===== src/rtl/clkdiv_pkg.sv =====
package clkdiv_pkg;

    // Width of the programmable divide field
    localparam int unsigned DIV_W = 5;

    typedef logic [DIV_W-1:0] div_t;
    typedef logic [DIV_W:0]   div_ext_t;

    // Phase-tracking state of the divider
    typedef struct packed {
        div_t act;      // ratio in force for the running period
        div_t cnt;      // phase within the running period
        logic rst_seen; // reset level seen at the previous edge
    } phase_st_t;

    // Registered output wave
    typedef struct packed {
        logic wave;
        logic pulse;
    } wave_st_t;

    // Number of high cycles for a ratio: half, rounded up
    function automatic div_ext_t high_len(input div_t ratio);
        div_ext_t wide;
        wide = {1'b0, ratio} + div_ext_t'(1);
        return wide >> 1;
    endfunction

endpackage


===== src/rtl/clkdiv_cfg_reg.sv =====
module clkdiv_cfg_reg
    import clkdiv_pkg::*;
#(
    parameter div_t RESET_CODE = div_t'(16)
) (
    input  logic clk_i,
    input  logic rst_ni,
    input  logic wr_en_i,
    input  div_t wr_div_i,
    output div_t cfg_o
);

    div_t cfg_d;
    div_t cfg_q;

    always_comb begin
        cfg_d = cfg_q;
        if (!rst_ni) begin
            cfg_d = RESET_CODE;
        end else if (wr_en_i) begin
            cfg_d = wr_div_i;
        end
    end

    always_ff @(posedge clk_i) begin
        cfg_q <= cfg_d;
    end

    assign cfg_o = cfg_q;

endmodule


===== src/rtl/clkdiv_phase.sv =====
module clkdiv_phase
    import clkdiv_pkg::*;
#(
    parameter div_t RESET_CODE = div_t'(16)
) (
    input  logic clk_i,
    input  logic rst_ni,
    input  div_t cfg_i,
    output div_t act_o,
    output div_t act_nxt_o,
    output div_t cnt_nxt_o
);

    localparam div_t LAST_RST = RESET_CODE - div_t'(1);

    phase_st_t st_d;
    phase_st_t st_q;
    logic      at_end;
    logic      release_evt;

    always_comb begin
        st_d          = st_q;
        st_d.rst_seen = rst_ni;
        release_evt   = rst_ni && !st_q.rst_seen;
        at_end        = (st_q.act == '0) || (st_q.cnt >= (st_q.act - div_t'(1)));

        if (!rst_ni) begin
            // ratio forced, counting continues so the output keeps running
            st_d.act = RESET_CODE;
            if (st_q.cnt >= LAST_RST) begin
                st_d.cnt = '0;
            end else begin
                st_d.cnt = st_q.cnt + div_t'(1);
            end
        end else if (release_evt) begin
            st_d.act = cfg_i;
            st_d.cnt = '0;
        end else if (at_end) begin
            st_d.act = cfg_i;
            st_d.cnt = '0;
        end else begin
            st_d.cnt = st_q.cnt + div_t'(1);
        end
    end

    always_ff @(posedge clk_i) begin
        st_q <= st_d;
    end

    assign act_o     = st_q.act;
    assign act_nxt_o = st_d.act;
    assign cnt_nxt_o = st_d.cnt;

endmodule


===== src/rtl/clkdiv_wave.sv =====
module clkdiv_wave
    import clkdiv_pkg::*;
(
    input  logic clk_i,
    input  div_t act_nxt_i,
    input  div_t cnt_nxt_i,
    output logic wave_o,
    output logic pulse_o
);

    wave_st_t st_d;
    wave_st_t st_q;
    logic     running;

    always_comb begin
        running    = (act_nxt_i != '0);
        st_d.wave  = running && ({1'b0, cnt_nxt_i} < high_len(act_nxt_i));
        st_d.pulse = running && (cnt_nxt_i == '0);
    end

    always_ff @(posedge clk_i) begin
        st_q <= st_d;
    end

    assign wave_o  = st_q.wave;
    assign pulse_o = st_q.pulse;

endmodule


===== src/rtl/clkdiv_prog.sv =====
module clkdiv_prog
    import clkdiv_pkg::*;
#(
    parameter int unsigned RESET_DIV = 16
) (
    input  logic             clk_i,
    input  logic             rst_ni,
    input  logic             wr_en_i,
    input  logic [DIV_W-1:0] wr_div_i,
    output logic             clk_o,
    output logic             en_o
);

    localparam div_t RST_CODE = div_t'(RESET_DIV);

    div_t cfg_q;
    div_t act_ratio;
    div_t act_nxt;
    div_t cnt_nxt;

    clkdiv_cfg_reg #(
        .RESET_CODE (RST_CODE)
    ) i_cfg (
        .clk_i    (clk_i),
        .rst_ni   (rst_ni),
        .wr_en_i  (wr_en_i),
        .wr_div_i (wr_div_i),
        .cfg_o    (cfg_q)
    );

    clkdiv_phase #(
        .RESET_CODE (RST_CODE)
    ) i_phase (
        .clk_i     (clk_i),
        .rst_ni    (rst_ni),
        .cfg_i     (cfg_q),
        .act_o     (act_ratio),
        .act_nxt_o (act_nxt),
        .cnt_nxt_o (cnt_nxt)
    );

    clkdiv_wave i_wave (
        .clk_i      (clk_i),
        .act_nxt_i  (act_nxt),
        .cnt_nxt_i  (cnt_nxt),
        .wave_o     (clk_o),
        .pulse_o    (en_o)
    );

endmodule


===== config.mk =====
export PLATFORM = sky130hd
export DESIGN_NAME = clkdiv_prog
export DESIGN_NICKNAME = d
export VERILOG_FILES = /design/src/rtl/clkdiv_pkg.sv /design/src/rtl/clkdiv_cfg_reg.sv /design/src/rtl/clkdiv_phase.sv /design/src/rtl/clkdiv_wave.sv /design/src/rtl/clkdiv_prog.sv
export SDC_FILE = /design/constraint.sdc
export NUM_CORES = 1
export LEC_CHECK = 0
export BUFFER_PORTS_ARGS = -buffer_cell sky130_fd_sc_hd__clkbuf_2
export CAP_MARGIN = 10
export CORE_MARGIN = 1
export CORE_UTILIZATION = 55
export DETAILED_ROUTE_END_ITERATION = 8
export PLACE_DENSITY = 0.75
export SKIP_LAST_GASP = 1
export SLEW_MARGIN = 20
export SYNTH_ARGS = -nofsm -noshare
export SYNTH_HDL_FRONTEND = slang
export SYNTH_HIERARCHICAL = 1
export SYNTH_SLANG_ARGS = --single-unit

===== constraint.sdc =====
create_clock -name clk_i -period 4.3 [get_ports clk_i]
set_clock_uncertainty 0.1 [all_clocks]
set_input_delay 0.86 -clock clk_i [delete_from_list [all_inputs] [get_ports clk_i]]
set_output_delay 0.86 -clock clk_i [all_outputs]
set_load 0.05 [all_outputs]

==> results.json, run 1 <==
{
  "numCtsBuffers": 3,
  "syn_area_sq_mm": 0.00107,
  "clock-sinks": 18,
  "rsz0062_at_grt": "no",
  "powerDensity_mw_per_mm2": 421,
  "fin_nets": 141,
  "root_buffer": "clkbuf_4",
  "crit_family": "compound AO/OA/AOI/OAI gates",
  "relSlewSlack_pct": 67.6,
  "crit_chain": "inv_1 -> ha_1 -> nor4b_2 -> nor2_1 -> ha_1 -> a2111oi_4 -> o21a_1 -> mux2i_1 -> ha_1 -> nand3_1 -> xor2_1 -> ha_1 -> a211o_1 -> a31oi_1",
  "grt_max_degree": 19,
  "final_common_cell": "dfxtp_1",
  "grt_pass1_wl_mm": 2.97,
  "drt_first_pass_iters": 4,
  "avgSynthCellArea_sq_um": 10.0,
  "cp_common_cell": "ha_1",
  "cts_max_level": 1,
  "critPathKind": "flop to flop",
  "layout.cells.most_common_list": "dfxtp_1, ha_1, nand2_1, mux2i_1, clkbuf_2",
  "tns_ns": 0,
  "max-clock-path-buffers": 2,
  "cp_data_required_time_ns": 4.42,
  "fp.dieH_um": 46.2,
  "crit_path_end_kind": "flop",
  "core_sq_mm": 0.00178,
  "drc": 0,
  "vias": 771,
  "design.portCount": 10,
  "fin_crit_ns": 3.78,
  "slowest_delay_ns": 0.38,
  "slowest_stage": "a2111oi_4",
  "io_buffers": 9,
  "grt_pass1_vias": 707,
  "worst_slew_pin_slew_ns": 0.473,
  "clk_pin_slew_ns": 0.10,
  "status": "finished, final reports clean",
  "synth-warning-count": 6,
  "ir_drop_mv": 0.264,
  "hpwl_mm": 1.41,
  "cp_max_fo": 5,
  "clk_latency_ns": 0.29,
  "finalCritPeriodShare_pct": 87.9,
  "n_antenna_cell": 0,
  "setup_viol": 0,
  "wl_per_cell_um": 12.0,
  "start_util_pct": 60.1,
  "tritoncts": "built",
  "ant_nets": 0,
  "hold_buffers": 0,
  "total_power_uw": 485,
  "finalMaxSlewViolations": 0,
  "cts_setup_buffers": 0,
  "area_growth_syn_to_layout_pct": 7.47,
  "routed_via_density": 5.43,
  "worstSetupStartpointType": "flop",
  "hold_viol": 0,
  "syn_nets": 129,
  "synthCells": 107,
  "p_leak_nw": 0.528,
  "die_area_sq_mm": 0.00213,
  "gp_congestion": 0.767,
  "hp-class": "flop to flop",
  "grt_overflow_total": 0,
  "drtIter0Drc": 8,
  "fillers": 148,
  "drv_cap": 0,
  "fmax_mhz": 265,
  "die_w_um": 46.2,
  "worstPathArrival_ns": 3.90,
  "grt_usage_pct": 19.4,
  "final_layout_size_suffix_gt1_share_pct": 17.1,
  "critPathBufInv": 1,
  "drt_wl_total_mm": 1.71,
  "cts.repair.resized": 0,
  "antenna_found_initial": 0,
  "core.rowCount": 15
}
state kept, by name, indices dropped and copies added, names as in the netlist:
signal,cells
i_wave/pulse_o,1
i_phase/act_o,5
i_wave/wave_o,1
i_phase/st_q,6
i_cfg/cfg_o,5
routing by layer:
metal / vias up / wire length [um] / part of all wire, % / GRT usage, %
li1: 401 / - / - / -
met4: 0 / 16 / 0.94 / 5.29
met3: 3 / 44 / 2.6 / 3.53
met1: 355 / 855 / 50 / 26.6
met2: 12 / 791 / 46 / 31.0
met5: - / 0 / 0 / 0
report_power, final:
group / switching, mW / internal [mW] / total (mW)
Sequential: 0.0198 / 0.193 / 0.213
Combinational: 0.110 / 0.0816 / 0.192
Clock: 0.0481 / 0.0326 / 0.0806
Total: 0.178 / 0.307 / 0.485
path summary, 6_finish.rpt:
path	start	to	slack (ns)	cells after the start
min reg2reg	i_cfg/cfg_o[4]	i_cfg/cfg_o[4]	0.40	2
max reg2reg	i_phase/act_o[0]	i_wave/wave_o	0.52	14
max	i_phase/act_o[0]	i_wave/wave_o	0.52	14
min	i_cfg/cfg_o[4]	i_cfg/cfg_o[4]	0.40	2
worst min-delay path, stage by stage (launching register included):
cell and delay, ns:
dfxtp_1 0.35, mux2i_1 0.07, nand2_1 0.06
final cells by class:
type,instances,area (sq um),area share [%]
tap,25,31.3,2.71
sequential,18,360,31.3
inverter,7,26.3,2.28
multi-input combinational,79,659,57.2
timing repair buffer,10,52.6,4.56
clock buffer,3,22.5,1.95
stage by stage:
step / setup slack, ns / instance area (sq um) / std cells / hold slack [ns] / utilization (%)
floorplan: 0.875 / 1070 / 107 / 0.340 / -
global placement: 0.687 / 1130 / 139 / 0.358 / 63.4
detailed placement: 0.525 / 1130 / 139 / 0.370 / 63.4
CTS: 0.502 / 1150 / 142 / 0.403 / 64.6
global route: 0.238 / 1150 / 142 / 0.429 / 64.6
finish: 0.521 / 1150 / 142 / 0.402 / 64.6
(Power assumes the default switching activity.)
==> run 2, diff against run 1 <==
- CTS_BUF_LIST: unset -> sky130_fd_sc_hd__clkbuf_16
==> run 2 against run 1 <==
Compared with the run above:
- final cell count is the same
- clock power grew 120%
- core utilization grew 2.9 points
- sequential power is essentially flat
- worst setup slack lost 0.022 ns
- routed wire length grew 1.9%
- design area grew 4.6%
- non-clock buffer count is the same
- worst hold slack lost 0.012 ns
- total power grew 20%
- first-iteration DRC count shrank 13%
- critical endpoint unchanged
- largest power group unchanged
- highest routed layer unchanged
==> results.json, run 2 (synthesis gave the netlist of run 1 again) <==
{
  "status": "finished, final reports clean",
  "grt_usage_pct": 20.7,
  "fillers": 139,
  "die_area_sq_mm": 0.00213,
  "design.portCount": 10,
  "final_layout_size_suffix_gt1_share_pct": 17.1,
  "ir_drop_mv": 0.396,
  "worstPathArrival_ns": 3.87,
  "drv_cap": 0,
  "layout.cells.most_common_list": "dfxtp_1, ha_1, nand2_1, mux2i_1, clkbuf_2",
  "gp_congestion": 0.767,
  "drtIter0Drc": 7,
  "cp_data_required_time_ns": 4.37,
  "dp_cells": 139,
  "n_antenna_cell": 0,
  "vias": 774,
  "hold_viol": 0,
  "rsz0062_at_grt": "no",
  "ant_nets": 0,
  "worst_slew_pin_slew_ns": 0.483,
  "hpwl_mm": 1.41,
  "clk_latency_ns": 0.24,
  "grt_max_degree": 19,
  "cp_max_fo": 5,
  "hold_buffers": 0,
  "grt_pass1_vias": 730,
  "fin_crit_ns": 3.80,
  "core_sq_mm": 0.00178,
  "root_buffer": "clkbuf_16",
  "fmax_mhz": 263,
  "relSlewSlack_pct": 66.9,
  "numCtsBuffers": 3,
  "cp_common_cell": "ha_1",
  "setup_viol": 0,
  "drt_first_pass_iters": 4,
  "critPathKind": "flop to flop",
  "wl_per_cell_um": 12.3,
  "slowest_delay_ns": 0.38,
  "final_common_cell": "dfxtp_1",
  "p_leak_nw": 0.551,
  "largest_register_ffs": 6,
  "area_growth_syn_to_layout_pct": 12.4,
  "fin_nets": 141,
  "drc": 0,
  "holdCritStartpoint": "i_cfg/cfg_o[4]",
  "antenna_found_initial": 0,
  "fin_util_pct": 67.6,
  "crit_family": "compound AO/OA/AOI/OAI gates",
  "io_buffers": 9,
  "stdcell_count": 142,
  "crit_start": "i_phase/act_o[0]",
  "max-clock-path-buffers": 2,
  "hp-class": "flop to flop",
  "largest-register": "i_phase/st_q",
  "crit_chain": "inv_1 -> ha_1 -> nor4b_2 -> nor2_1 -> ha_1 -> a2111oi_4 -> o21a_1 -> mux2i_1 -> ha_1 -> nand3_1 -> xor2_1 -> ha_1 -> a211o_1 -> a31oi_1",
  "cts.repair.resized": 0,
  "fp.dieH_um": 46.2,
  "powerDensity_mw_per_mm2": 485,
  "critPathBufInv": 1,
  "drt_wl_total_mm": 1.74,
  "clock-sinks": 18,
  "cts_setup_buffers": 0,
  "core.rowCount": 15,
  "grt_pass1_wl_mm": 3.07,
  "routed_via_density": 5.45,
  "slowest_stage": "a2111oi_4",
  "grt_overflow_total": 0,
  "die_w_um": 46.2,
  "crit_path_end_kind": "flop",
  "finalCritPeriodShare_pct": 88.4,
  "tns_ns": 0,
  "start_util_pct": 60.1,
  "cts_max_level": 1,
  "clk_pin_slew_ns": 0.05,
  "rr_startpoint": "i_phase/act_o[0]",
  "finalMaxSlewViolations": 0,
  "worstSetupStartpointType": "flop",
  "tritoncts": "built"
}
## run 2: cell counts in the layout (fill, tap and decap cells not counted)
No cell type changed its count.
## run 2: worst paths after layout
kind	endpoint	cells after the start	slack [ns]
setup / recovery	i_wave/wave_o	14	0.50
hold / removal	i_cfg/cfg_o[4]	2	0.39
setup reg to reg	i_wave/wave_o	14	0.50
hold reg to reg	i_cfg/cfg_o[4]	2	0.39
## run 2: layer usage
metal | vias to the layer above | routed length (um) | GRT usage [%] | part of all wire, %
met1 | 360 | 852 | 26.4 | 49
li1 | 399 | - | - | -
met5 | - | 0 | 0 | 0
met3 | 4 | 48 | 4.71 | 2.8
met4 | 0 | 27 | 10.6 | 1.6
met2 | 11 | 812 | 32.4 | 47
## run 2: final cells by class
type | instances | area, sq um | area share [%]
well taps | 25 | 31.3 | 2.60
multi-input cells | 79 | 659 | 54.7
inverters | 7 | 26.3 | 2.18
repair buffers | 10 | 52.6 | 4.36
clock buffers | 3 | 75.1 | 6.23
flip-flops and latches | 18 | 360 | 29.9
## run 2: per-stage QoR
| step | power, mW | area, sq um | setup WS [ns] | hold slack (ns) |
|---|---|---|---|---|
| after floorplan | 0.373 | 1070 | 0.875 | 0.340 |
| after global placement | 0.401 | 1130 | 0.687 | 0.358 |
| after detailed placement | 0.410 | 1130 | 0.525 | 0.370 |
| after CTS | 0.590 | 1200 | 0.502 | 0.392 |
| after global routing | 0.622 | 1200 | 0.234 | 0.416 |
| final | 0.585 | 1200 | 0.499 | 0.390 |
## run 2: power breakdown
part	internal (mW)	leakage [nW]	switching, mW
combinational	0.0816	0.365	0.110
sequential	0.194	0.148	0.0198
clock	0.122	0.0370	0.0568
## run 2: worst register-to-register path, cell delays in order (launching register included)
cell and delay (ns):
dfxtp_1 0.32, inv_1 0.08, ha_1 0.20, nor4b_2 0.36, nor2_1 0.09, ha_1 0.34
a2111oi_4 0.38, o21a_1 0.33, mux2i_1 0.37, ha_1 0.25, nand3_1 0.10, xor2_1 0.18
ha_1 0.21, a211o_1 0.28, a31oi_1 0.15
